<file path="config.mk">
export PLATFORM = sky130hd
export DESIGN_NAME = shrot_unit
export DESIGN_NICKNAME = d
export VERILOG_FILES = /design/src/rtl/shrot_pkg.sv /design/src/rtl/shrot_core.sv /design/src/rtl/shrot_flags.sv /design/src/rtl/shrot_unit.sv
export SDC_FILE = /design/constraint.sdc
export NUM_CORES = 1
export LEC_CHECK = 0
export BUFFER_PORTS_ARGS = -buffer_cell sky130_fd_sc_hd__buf_2
export CAP_MARGIN = 20
export CORE_MARGIN = 4
export CORE_UTILIZATION = 35
export CTS_CLUSTER_SIZE = 12
export DETAILED_ROUTE_END_ITERATION = 12
export PLACE_DENSITY_LB_ADDON = 0.2
export SLEW_MARGIN = 20
export SYNTH_ARGS = -nofsm -noshare
export SYNTH_HDL_FRONTEND = slang
export SYNTH_SLANG_ARGS = --single-unit
</file>
<file path="constraint.sdc">
create_clock -name clk -period 1.9 [get_ports clk]
set_clock_uncertainty 0.1 [all_clocks]
set_input_delay 0.095 -clock clk [delete_from_list [all_inputs] [get_ports clk]]
set_output_delay 0.095 -clock clk [all_outputs]
set_load 0.01 [all_outputs]
</file>
<file path="src/rtl/shrot_pkg.sv">
package shrot_pkg;
  typedef enum logic [2:0] {
    OP_SHL = 3'b000,
    OP_SAL = 3'b001,
    OP_SHR = 3'b010,
    OP_SAR = 3'b011,
    OP_ROL = 3'b100,
    OP_ROR = 3'b101,
    OP_RCL = 3'b110,
    OP_RCR = 3'b111
  } shrot_op_e;

  typedef struct packed {
    logic cf;
    logic zf;
    logic sf;
    logic of;
  } shrot_flags_t;
endpackage

</file>
<file path="src/rtl/shrot_core.sv">
module shrot_core
  import shrot_pkg::*;
#(
  parameter int WIDTH = 16
) (
  input  logic [WIDTH-1:0] d,
  input  shrot_op_e        op,
  input  logic             cin,
  output logic [WIDTH-1:0] res,
  output logic             cout
);
  localparam int MSB = WIDTH - 1;

  // Left movers discard the MSB, right movers discard bit 0.
  logic [WIDTH-1:0] left_body;
  logic [WIDTH-1:0] right_body;
  assign left_body  = {d[MSB-1:0], 1'b0};
  assign right_body = {1'b0, d[MSB:1]};

  always_comb begin
    res  = left_body;
    cout = d[MSB];
    unique case (op)
      OP_SHL, OP_SAL: begin
        res  = left_body;
        cout = d[MSB];
      end
      OP_SHR: begin
        res  = right_body;
        cout = d[0];
      end
      OP_SAR: begin
        res  = right_body | {d[MSB], {MSB{1'b0}}};
        cout = d[0];
      end
      OP_ROL: begin
        res  = left_body | {{MSB{1'b0}}, d[MSB]};
        cout = d[MSB];
      end
      OP_ROR: begin
        res  = right_body | {d[0], {MSB{1'b0}}};
        cout = d[0];
      end
      OP_RCL: begin
        res  = left_body | {{MSB{1'b0}}, cin};
        cout = d[MSB];
      end
      OP_RCR: begin
        res  = right_body | {cin, {MSB{1'b0}}};
        cout = d[0];
      end
      default: begin
        res  = left_body;
        cout = d[MSB];
      end
    endcase
  end
endmodule

</file>
<file path="src/rtl/shrot_flags.sv">
module shrot_flags
  import shrot_pkg::*;
#(
  parameter int WIDTH = 16
) (
  input  logic [WIDTH-1:0] d,
  input  logic [WIDTH-1:0] res,
  input  shrot_op_e        op,
  output logic             is_rotate,
  output logic             zf,
  output logic             sf,
  output logic             of
);
  localparam int MSB = WIDTH - 1;

  logic left_of;
  logic right_of;
  assign left_of  = res[MSB] ^ res[MSB-1];
  assign right_of = d[MSB] ^ d[MSB-1];

  // Op code bit 2 separates the rotates from the shifts.
  assign is_rotate = op[2];
  assign zf        = (res == '0);
  assign sf        = res[MSB];

  always_comb begin
    unique case (op)
      OP_SHL, OP_SAL, OP_ROL, OP_RCL: of = left_of;
      OP_SAR:                         of = 1'b0;
      default:                        of = right_of;
    endcase
  end
endmodule

</file>
<file path="src/rtl/shrot_unit.sv">
module shrot_unit
  import shrot_pkg::*;
#(
  parameter int WIDTH = 16
) (
  input  logic             clk,
  input  logic             rst,
  input  logic             in_valid,
  input  logic [WIDTH-1:0] in_data,
  input  logic [2:0]       in_op,
  input  logic             in_carry,
  output logic             out_valid,
  output logic [WIDTH-1:0] out_result,
  output logic             out_cf,
  output logic             out_zf,
  output logic             out_sf,
  output logic             out_of
);
  localparam int MSB = WIDTH - 1;

  shrot_op_e        op_e;
  logic [WIDTH-1:0] nxt_res;
  logic             nxt_cf;
  logic             nxt_zf;
  logic             nxt_sf;
  logic             nxt_of;
  logic             rot;
  shrot_flags_t     flg_q;

  assign op_e = shrot_op_e'(in_op);

  shrot_core #(.WIDTH(WIDTH)) core_i (
    .d    (in_data),
    .op   (op_e),
    .cin  (in_carry),
    .res  (nxt_res),
    .cout (nxt_cf)
  );

  shrot_flags #(.WIDTH(WIDTH)) flags_i (
    .d         (in_data),
    .res       (nxt_res),
    .op        (op_e),
    .is_rotate (rot),
    .zf        (nxt_zf),
    .sf        (nxt_sf),
    .of        (nxt_of)
  );

  always_ff @(posedge clk) begin
    if (rst) begin
      out_valid  <= 1'b0;
      out_result <= '0;
      flg_q      <= '0;
    end else begin
      out_valid <= in_valid;
      if (in_valid) begin
        out_result <= nxt_res;
        flg_q.cf   <= nxt_cf;
        flg_q.of   <= nxt_of;
        if (!rot) begin
          flg_q.zf <= nxt_zf;
          flg_q.sf <= nxt_sf;
        end
      end
    end
  end

  assign out_cf = flg_q.cf;
  assign out_zf = flg_q.zf;
  assign out_sf = flg_q.sf;
  assign out_of = flg_q.of;

  a_r2_valid_delay: assert property (@(posedge clk) disable iff (rst)
    in_valid |=> out_valid);
  a_r2_idle_hold: assert property (@(posedge clk) disable iff (rst)
    !in_valid |=> (!out_valid && $stable(out_result) && $stable(out_cf)
                   && $stable(out_of)));
  a_r3_left_carry: assert property (@(posedge clk) disable iff (rst)
    (in_valid && in_op[2:1] == 2'b00) |=> (out_cf == $past(in_data[MSB])
                                           && !out_result[0]));
  a_r5_sar_no_overflow: assert property (@(posedge clk) disable iff (rst)
    (in_valid && in_op == 3'b011) |=> !out_of);
  a_r7_rcl_carry_in: assert property (@(posedge clk) disable iff (rst)
    (in_valid && in_op == 3'b110) |=> (out_result[0] == $past(in_carry)));
  a_r8_zero_flag: assert property (@(posedge clk) disable iff (rst)
    (in_valid && !in_op[2]) |=> (out_zf == (out_result == '0)));
  a_r9_rotate_keeps_zs: assert property (@(posedge clk) disable iff (rst)
    (in_valid && in_op[2]) |=> ($stable(out_zf) && $stable(out_sf)));
endmodule

</file>
After elaboration in Yosys (flattened, before gate mapping)
Index checks and enable logic that the tools add are counted.
W data, S select, Z words.
{"block": "totals", "regBits": 21, "latchBits": 0, "mem_bits_rw": 0, "mem_bits_ro": 0, "inputBits": 23, "out_inout_bits": 21, "elab_cells": 30, "n_memories": 0}
{"block": "classes", "addsub": 0, "multipliers": 0, "n_div": 0, "n_lt_le_gt_ge": 0, "eq_ne": 7, "n_shift": 0, "n_mux": 3, "bitwise": 8, "n_reduce_logical": 6}
{"op": "$pmux W16 S7", "count": 1}
{"op": "$or A15 B16 Y16", "count": 3}
{"op": "$or A16 B1 Y16", "count": 2}
{"op": "$logic_not A16 Y1", "count": 1}
{"op": "$eq A3 B3 Y1 const B", "count": 4}
{"op": "$reduce_or A4 Y1", "count": 2}
{"op": "$eq A3 B2 Y1 const B", "count": 2}
{"op": "$pmux W1 S2", "count": 2}
{"op": "$eq A3 B1 Y1 const B", "count": 1}
{"op": "$logic_not A3 Y1", "count": 1}
{"op": "$reduce_and A2 Y1", "count": 1}
{"op": "$reduce_or A2 Y1", "count": 1}
{"op": "$xor A1 B1 Y1", "count": 2}
{"op": "$not A1 Y1", "count": 1}

Logic depth before layout (Yosys ltp)
Gate-level depths: netlist of run 1.
{"block": "depth", "word_depth": 5, "ltp_mapped": 7, "ltp_nobuf": 7}

By module
From an unflattened synthesis of run 1, not the netlist that was laid out.
{"block": "hier_totals", "cells_unflattened": 113, "area_unflattened_um2": 1182.4}
{"mod": "shrot_unit", "n_inst": 1, "cells_each": 69, "area_per_inst_um2": 762.0, "seq_area_each_um2": 420.4}
{"mod": "shrot_core", "n_inst": 1, "cells_each": 29, "area_per_inst_um2": 310.3, "seq_area_each_um2": 0.0}
{"mod": "shrot_flags", "n_inst": 1, "cells_each": 15, "area_per_inst_um2": 110.1, "seq_area_each_um2": 0.0}

Least setup slack after synthesis of run 1
No wires, ideal clock.
{"block": "synth_path", "path_type": "in2reg", "start": "input in_op[1]", "end": "register flg_q, in the netlist out_zf", "setup_time_ns": 0.058, "t_arrival_ns": 1.393, "required_time_ns": 1.742, "slack_ns": 0.349, "cell_stages": 7, "n_path_buf": 0, "cell_sequence": "mux2_2 > a22o_2 > a22oi_2 > ha_1 > nand2b_1 > nor4_1 > a31o_2"}
{"block": "synth_via", "elab_chain_len": 4, "elab_cells_between_ends": 11, "classes_between": "7 x eq/ne; 1 x mux; 3 x reduce/logical"}
{"element": "start, declared", "line": "shrot_unit.sv:10", "source": "input logic [2:0] in_op,"}
{"element": "$eq A3 B1 Y1 or $logic_not A3 Y1 (tied branches)", "line": "shrot_core.sv:23", "source": "unique case (op)"}
{"element": "$reduce_or A2 Y1"}
{"element": "$pmux W16 S7 *", "line": "shrot_core.sv:23"}
{"element": "$logic_not A16 Y1 *", "line": "shrot_flags.sv:23", "source": "assign zf = (res == '0);"}
{"element": "end, declared", "line": "shrot_unit.sv:28", "source": "shrot_flags_t flg_q;"}
Every way passes the cells marked *; elsewhere a longest branch is shown, timed or not.
A chain may end at the register's enable or synchronous reset.

Final worst setup path of run 1
Same ends and word-level chain as after synthesis.

==> results.txt, run 1 <==
EDFF count, synth: 0
Final Hold Vio Count: 0
gpl congestion: 0.816
total power: 913 uW
CP top delay family: compound AO/OA/AOI/OAI gates
pin count of the biggest net entering global routing: 23
Worst Setup Start Kind: input port
Die W: 62.6 um
CP cell instances: buf_2 > mux2_2 > a22o_2 > a22oi_2 > ha_1 > nand2b_1 > nor4_1 > a31o_2
CORE AREA: 2810 um^2
Cell Area, Synth: 1040 um^2
Slew @ Worst Pin: 397 ps
worst endpoint required time: 2060 ps
# Max-Cap Violations: 0
GRT Overall Usage: 0.131
final slew viol count: 0
Net Count, Synth: 132
first-pass GRT wire length: 4.22 mm
Clk Latency, worst-skew pair: 300 ps
io pins: 44
Adder-Cell Fraction of Synth Area: 0.0120
RSZ-0062 raised after global routing: no
Critical Path End Type: flop
xor and xnor fraction of the mapped netlist area: 0.00839
CP bufs+invs: 1
Critical-path top delay cell: mux2_2
Reg clk slew, reported paths: 120 ps
largest family of logic cells by synthesized area: compound AO/OA/AOI/OAI gates
setup TNS: 0 ps
CP arrival: 1690 ps
hold crit path type: input port to flop
Leak Pwr: 0.605 nW
number of global-route vias before repair: 950
Yosys Warn Count: 0
via count: 930
cts bufs inserted: 3
top cells by count, synth: dfxtp_1, nor2_1, a211oi_1
Tcrit/Tclk final: 0.801
wirelength, routed: 2.49 mm
CP Max Fanout: 5
Compound-Gate Fraction of Synth Area: 0.198
Worst VDD drop: 0.000307 V
Crit Path Category: input port to flop
min Tclk post-route: 1520 ps
number of clock sinks: 21
average cell area after synthesis: 9.66 um^2
initial core utilization: 0.372
CTS resizes: 0
pwr/cell area: 709 nW/um^2
layout cells sized above 1: 0.383
DR vias/cell: 5.17
synthesized flop and latch total: 21
Post-DRT Antenna Nets: 0
Nets: 174
Rows: 19
die height: 62.6 um
r2r startpoint: out_zf
DRT Pass-1 Iters: 3
register area share after synthesis: 0.403
post-synthesis mux area share: 0.175
post-synthesis cell count: 108
Area Overhead vs Synth: 23.5%
clock tree buffer depth: 2
area of the multi-input gates: 572 um^2
DR WL/cell: 13.8 um
ant diodes: 0
Netlist cell types: 27
initial antenna violation count: 0
status: completed
DIE AREA: 3920 um^2
Yosys top cell by area: dfxtp_1
Fillers: 282
HPWL after detailed placement: 1.91 mm
fmax: 657 MHz
CTS tree: yes
share of the synthesized area in the top cell type: 0.403
Simple-Gate Fraction of Synth Area: 0.151
post-CTS setup buffer count: 0
H-tree Lvls: 1
Synth area leaders: dfxtp_1, mux2i_1, a211oi_1
Port Buffers: 43
FF+latch area: 420 um^2
Post-synth top flop: dfxtp_1
gr ovfl total: 0
relative slew slack: 0.735
worst hold start: in_data[5]
count of final setup violators: 0
CTS Hold Bufs: 0
1st-iter DRT viols: 22
Crit path largest cell delay: 340 ps
# DRC: 0
root buffer cell: clkbuf_4
Synth async-reset ratio: 0
Critical Path Source: in_op[1]
[registers in the layout, indices dropped and copies added (netlist names)]
register	count
out_of	1
out_zf	1
out_valid	1
out_sf	1
out_result	16
out_cf	1
[cells in the final DEF, fill, tap and decap left out]
cell,instances
nor4_1,2
mux2i_2,1
and2b_2,2
xor2_1,1
a22oi_1,1
buf_2,43
o31ai_1,1
a22oi_2,1
mux2i_1,15
a211oi_1,19
or4_1,1
clkbuf_4,3
a32oi_1,1
nand2b_1,2
dfxtp_1,21
nor3b_1,1
ha_1,1
nand3_1,1
mux2_2,2
nand2_1,1
a22o_2,1
buf_4,2
clkinv_2,1
a31o_2,1
nor2_1,21
nor2b_1,2
a211o_1,1
[layer usage]
| metal | share of wire | track usage | wire, um |
|---|---|---|---|
| met3 | 0.059 | 0.0324 | 147 |
| met4 | 0.018 | 0.0661 | 45 |
| met2 | 0.47 | 0.224 | 1180 |
| met5 | 0 | 0 | 0 |
| met1 | 0.45 | 0.150 | 1120 |
[area by class of cell]
| type | instances | area share |
|---|---|---|
| multi-input cells | 79 | 0.444 |
| clock buffers | 3 | 0.0175 |
| flip-flops and latches | 21 | 0.326 |
| clock inverters | 1 | 0.00388 |
| repair buffers | 45 | 0.179 |
| well taps | 31 | 0.0301 |
[logic make-up (layout without fill, tap and decap cells)]
| group | after synthesis | after routing |
|---|---|---|
| AOI/OAI and AO/OA | 26 | 26 |
| muxes | 18 | 18 |
| DFF | 21 | 21 |
| and+or+nand+nor | 33 | 33 |
| adders and majority gates | 1 | 1 |
| buffers and inverters | 8 | 49 |
| xor gates and xnor gates | 1 | 1 |
[through the flow]
step	util	hold slack [ps]	worst slack (ps)	instance area, um^2	cells
global placement	0.450	360	151	1260	176
global route	0.459	34.2	272	1290	180
detailed placement	0.450	362	85.7	1260	176
CTS	0.459	31.2	379	1290	180
floorplan	-	229	349	1040	108
finish	0.459	37.2	378	1290	180
[worst paths after layout]
path,slack [ps],to,depth (start not counted)
worst max-delay path,380,out_zf,8
worst min-delay path,40,out_result[4],3
worst max register to register,1030,out_zf,2
worst min register to register,390,out_result[3],2
[worst min-delay path: stages]
cell and delay, ps:
buf_2 110, mux2i_1 120, a211oi_1 80
[report_power, final]
| group | internal, mW | switching [mW] | total [mW] |
|---|---|---|---|
| clock network | 0.0785 | 0.134 | 0.212 |
| registers | 0.472 | 0.0135 | 0.486 |
| logic | 0.0984 | 0.117 | 0.215 |
| total | 0.649 | 0.264 | 0.913 |
Note: power is estimated with default switching activity, not from simulation.
==> run 2: changes to the inputs <==
--- a/config.mk
+++ b/config.mk
@@ -5,6 +5,7 @@
 export SDC_FILE = /design/constraint.sdc
 export NUM_CORES = 1
 export LEC_CHECK = 0
+export ABC_AREA = 1
 export BUFFER_PORTS_ARGS = -buffer_cell sky130_fd_sc_hd__buf_2
 export CAP_MARGIN = 20
 export CORE_MARGIN = 4
==> constraint.sdc (replaced) <==
create_clock -name clk -period 1.53 [get_ports clk]
set_clock_uncertainty 0.1 [all_clocks]
set_input_delay 0.0765 -clock clk [delete_from_list [all_inputs] [get_ports clk]]
set_output_delay 0.0765 -clock clk [all_outputs]
set_load 0.01 [all_outputs]
==> run 2 against run 1 <==
Final cell count up 57%. Hold slack worse by 19 ps. Die area up 17%. Clock-buffer cell count up 1. Sequential power up 24%. Synthesized cell count up 76%. Via count up 31%. Core utilization about the same. Synthesized area up 19%. First-iteration DRC count up 18%. Sequential cell count unchanged. Largest power group unchanged.
==> results.txt, run 2 <==
setup TNS: 0 ps (unchanged)
Leak Pwr: 0.916 nW (+51%)
DRT Pass-1 Iters: 4 (+1)
Worst Setup Start Kind: input port
first-pass GRT wire length: 4.77 mm (+13%)
CP Max Fanout: 6 (+1)
Crit Path Category: input port to flop
Reg clk slew, reported paths: 110 ps (about the same)
Slew @ Worst Pin: 247 ps (-151 ps)
gr ovfl total: 0 (unchanged)
post-synthesis mux area share: 0 (-0.175)
Final Hold Vio Count: 0 (unchanged)
Adder-Cell Fraction of Synth Area: 0.0101 (-0.00193)
wirelength, routed: 2.94 mm (+18%)
number of global-route vias before repair: 1119 (+18%)
DR WL/cell: 10.4 um (-25%)
register area share after synthesis: 0.338 (-0.0648)
HPWL after detailed placement: 2.36 mm (+24%)
Netlist cell types: 23 (-15%)
CTS tree: yes
Placed Instance Area: 1500 um^2 (+19%)
Rows: 21 (+2)
Yosys top cell by area: dfxtp_1
Simple-Gate Fraction of Synth Area: 0.394 (+0.243)
commonest non-fill, non-tap cell in the layout: nand2_1
Tcrit/Tclk final: 0.809
Clk Latency, worst-skew pair: 300 ps (about the same)
initial core utilization: 0.367 (-0.00506)
synthesized flop and latch total: 21 (unchanged)
largest family of logic cells by synthesized area: simple AND/OR/NAND/NOR gates
count of final setup violators: 0 (unchanged)
root buffer cell: clkbuf_4
pre-CTS setup slack: 12.3 ps (-73.4 ps)
status: completed
gpl congestion: 0.786 (-3.7%)
hold crit path type: input port to flop
1st-iter DRT viols: 26 (+18%)
cts bufs inserted: 3 (unchanged)
Area Overhead vs Synth: 25.2%
xor and xnor fraction of the mapped netlist area: 0.00704 (-0.00135)
Port Buffers: 43 (unchanged)
Net Count, Synth: 214 (+62%)
Worst VDD drop: 0.000458 V (+49%)
max reg flops: 16 (unchanged)
cell area after layout: 1560 um^2 (+21%)
# Max-Cap Violations: 0 (unchanged)
pin count of the biggest net entering global routing: 26 (+13%)
# DRC: 0 (unchanged)
layout cells sized above 1: 0.329 (-0.0534)
Post-synth top flop: dfxtp_1
Compound-Gate Fraction of Synth Area: 0.122 (-0.0761)
most common cell in the netlist: nand2_1
worst endpoint required time: 1680 ps (-380 ps)
CORE AREA: 3390 um^2 (+21%)
clock tree buffer depth: 2 (unchanged)
Top reg by flops: out_result
fmax: 808 MHz
EDFF count, synth: 0 (unchanged)
pwr/cell area: 775 nW/um^2 (+9.3%)
DIE AREA: 4570 um^2 (+17%)
share of the synthesized area in the top cell type: 0.338 (-0.0648)
RSZ-0062 raised after global routing: no
relative slew slack: 0.834 (+0.0986)
Setup WS post-layout: 293 ps (-84.6 ps)
number of clock sinks: 21 (unchanged)
WHS: 17.9 ps (-19.3 ps)
GRT Overall Usage: 0.136 (+0.00570)
Cell Area, Synth: 1240 um^2 (+19%)
ant diodes: 0 (unchanged)
min Tclk post-route: 1240 ps
top cells by count, synth: nand2_1, nor2_1, inv_1
Yosys Warn Count: 0 (unchanged)
Synth area leaders: dfxtp_1, nand2_1, nor2_1
DR vias/cell: 4.30 (-17%)
average cell area after synthesis: 6.55 um^2 (-32%)
io pins: 44 (unchanged)
post-synthesis cell count: 190 (+76%)
Nets: 262 (+51%)
Synth async-reset ratio: 0 (unchanged)
Post-DRT Antenna Nets: 0 (unchanged)
via count: 1217 (+31%)
Critical Path End Type: flop
initial antenna violation count: 0 (unchanged)
most frequent cells in the layout: nand2_1, buf_2, nor2_1
final slew viol count: 0 (unchanged)
die height: 67.6 um (+8.0%)
H-tree Lvls: 1 (unchanged)
Die W: 67.6 um (+8.0%)
CP arrival: 1390 ps (-300 ps)
## run 2: repair_timing
action | CTS | global route
endpoints found under the setup margin | 0 | 1
hold buffers | 2 | 0
resized for setup | 0 | 2
buffers inserted | 0 | 1
hold endpoints to repair | 2 | 0
## run 2: final timing paths
check	startpoint	endpoint	slack (ps)	cells past startpoint
max	in_op[2]	out_zf	290	14
min	in_data[7]	out_result[6]	20	5
max reg2reg	out_result[9]	out_result[9]	750	4
min reg2reg	out_cf	out_cf	390	2
## run 2: cell type report
type	count	area, um^2
clock buffer	4	26.3
timing repair buffer	50	278
tap	46	57.6
fill	367	1830
sequential	21	420
multi-input combinational	133	666
inverter	29	109
## run 2: per-stage QoR
stage           util  std cells  power [mW]
2_1_floorplan      -        190       0.837
3_3_place_gp   0.443        277       0.951
3_5_place_dp   0.443        277       0.951
4_1_cts        0.457        283        1.23
5_1_grt        0.459        283        1.30
6_report       0.459        283        1.21
## run 2: cells by family after synthesis
family,after synthesis
XOR/XNOR,1
adder cells (fa/ha/maj),1
flip-flops,21
AO/OA/AOI/OAI,25
buffers and inverters,36
AND/OR/NAND/NOR,106
## run 2: metal layers
layer / vias to the layer above / wire length [um] / share of wire / track usage
li1: 680 / - / - / -
met1: 508 / 1410 / 0.48 / 0.172
met2: 27 / 1320 / 0.45 / 0.225
met3: 2 / 190 / 0.065 / 0.0449
met4: 0 / 14 / 0.0048 / 0.0304
met5: - / 0 / 0 / 0
## run 2: power breakdown
part	switching [mW]	internal [mW]	total, mW
Sequential	0.0167	0.586	0.603
Clock	0.162	0.102	0.264
Combinational	0.201	0.138	0.339
## run 2: worst max-delay path: stages
cell,delay [ps]
buf_2,130
inv_2,80
nand2_2,90
nand2_2,90
nand2_1,70
nand2_1,60
nor2_2,150
ha_2,180
nand2_1,50
nor2_1,90
nand2_1,70
nor2_2,100
nand2_1,60
a21oi_2,100
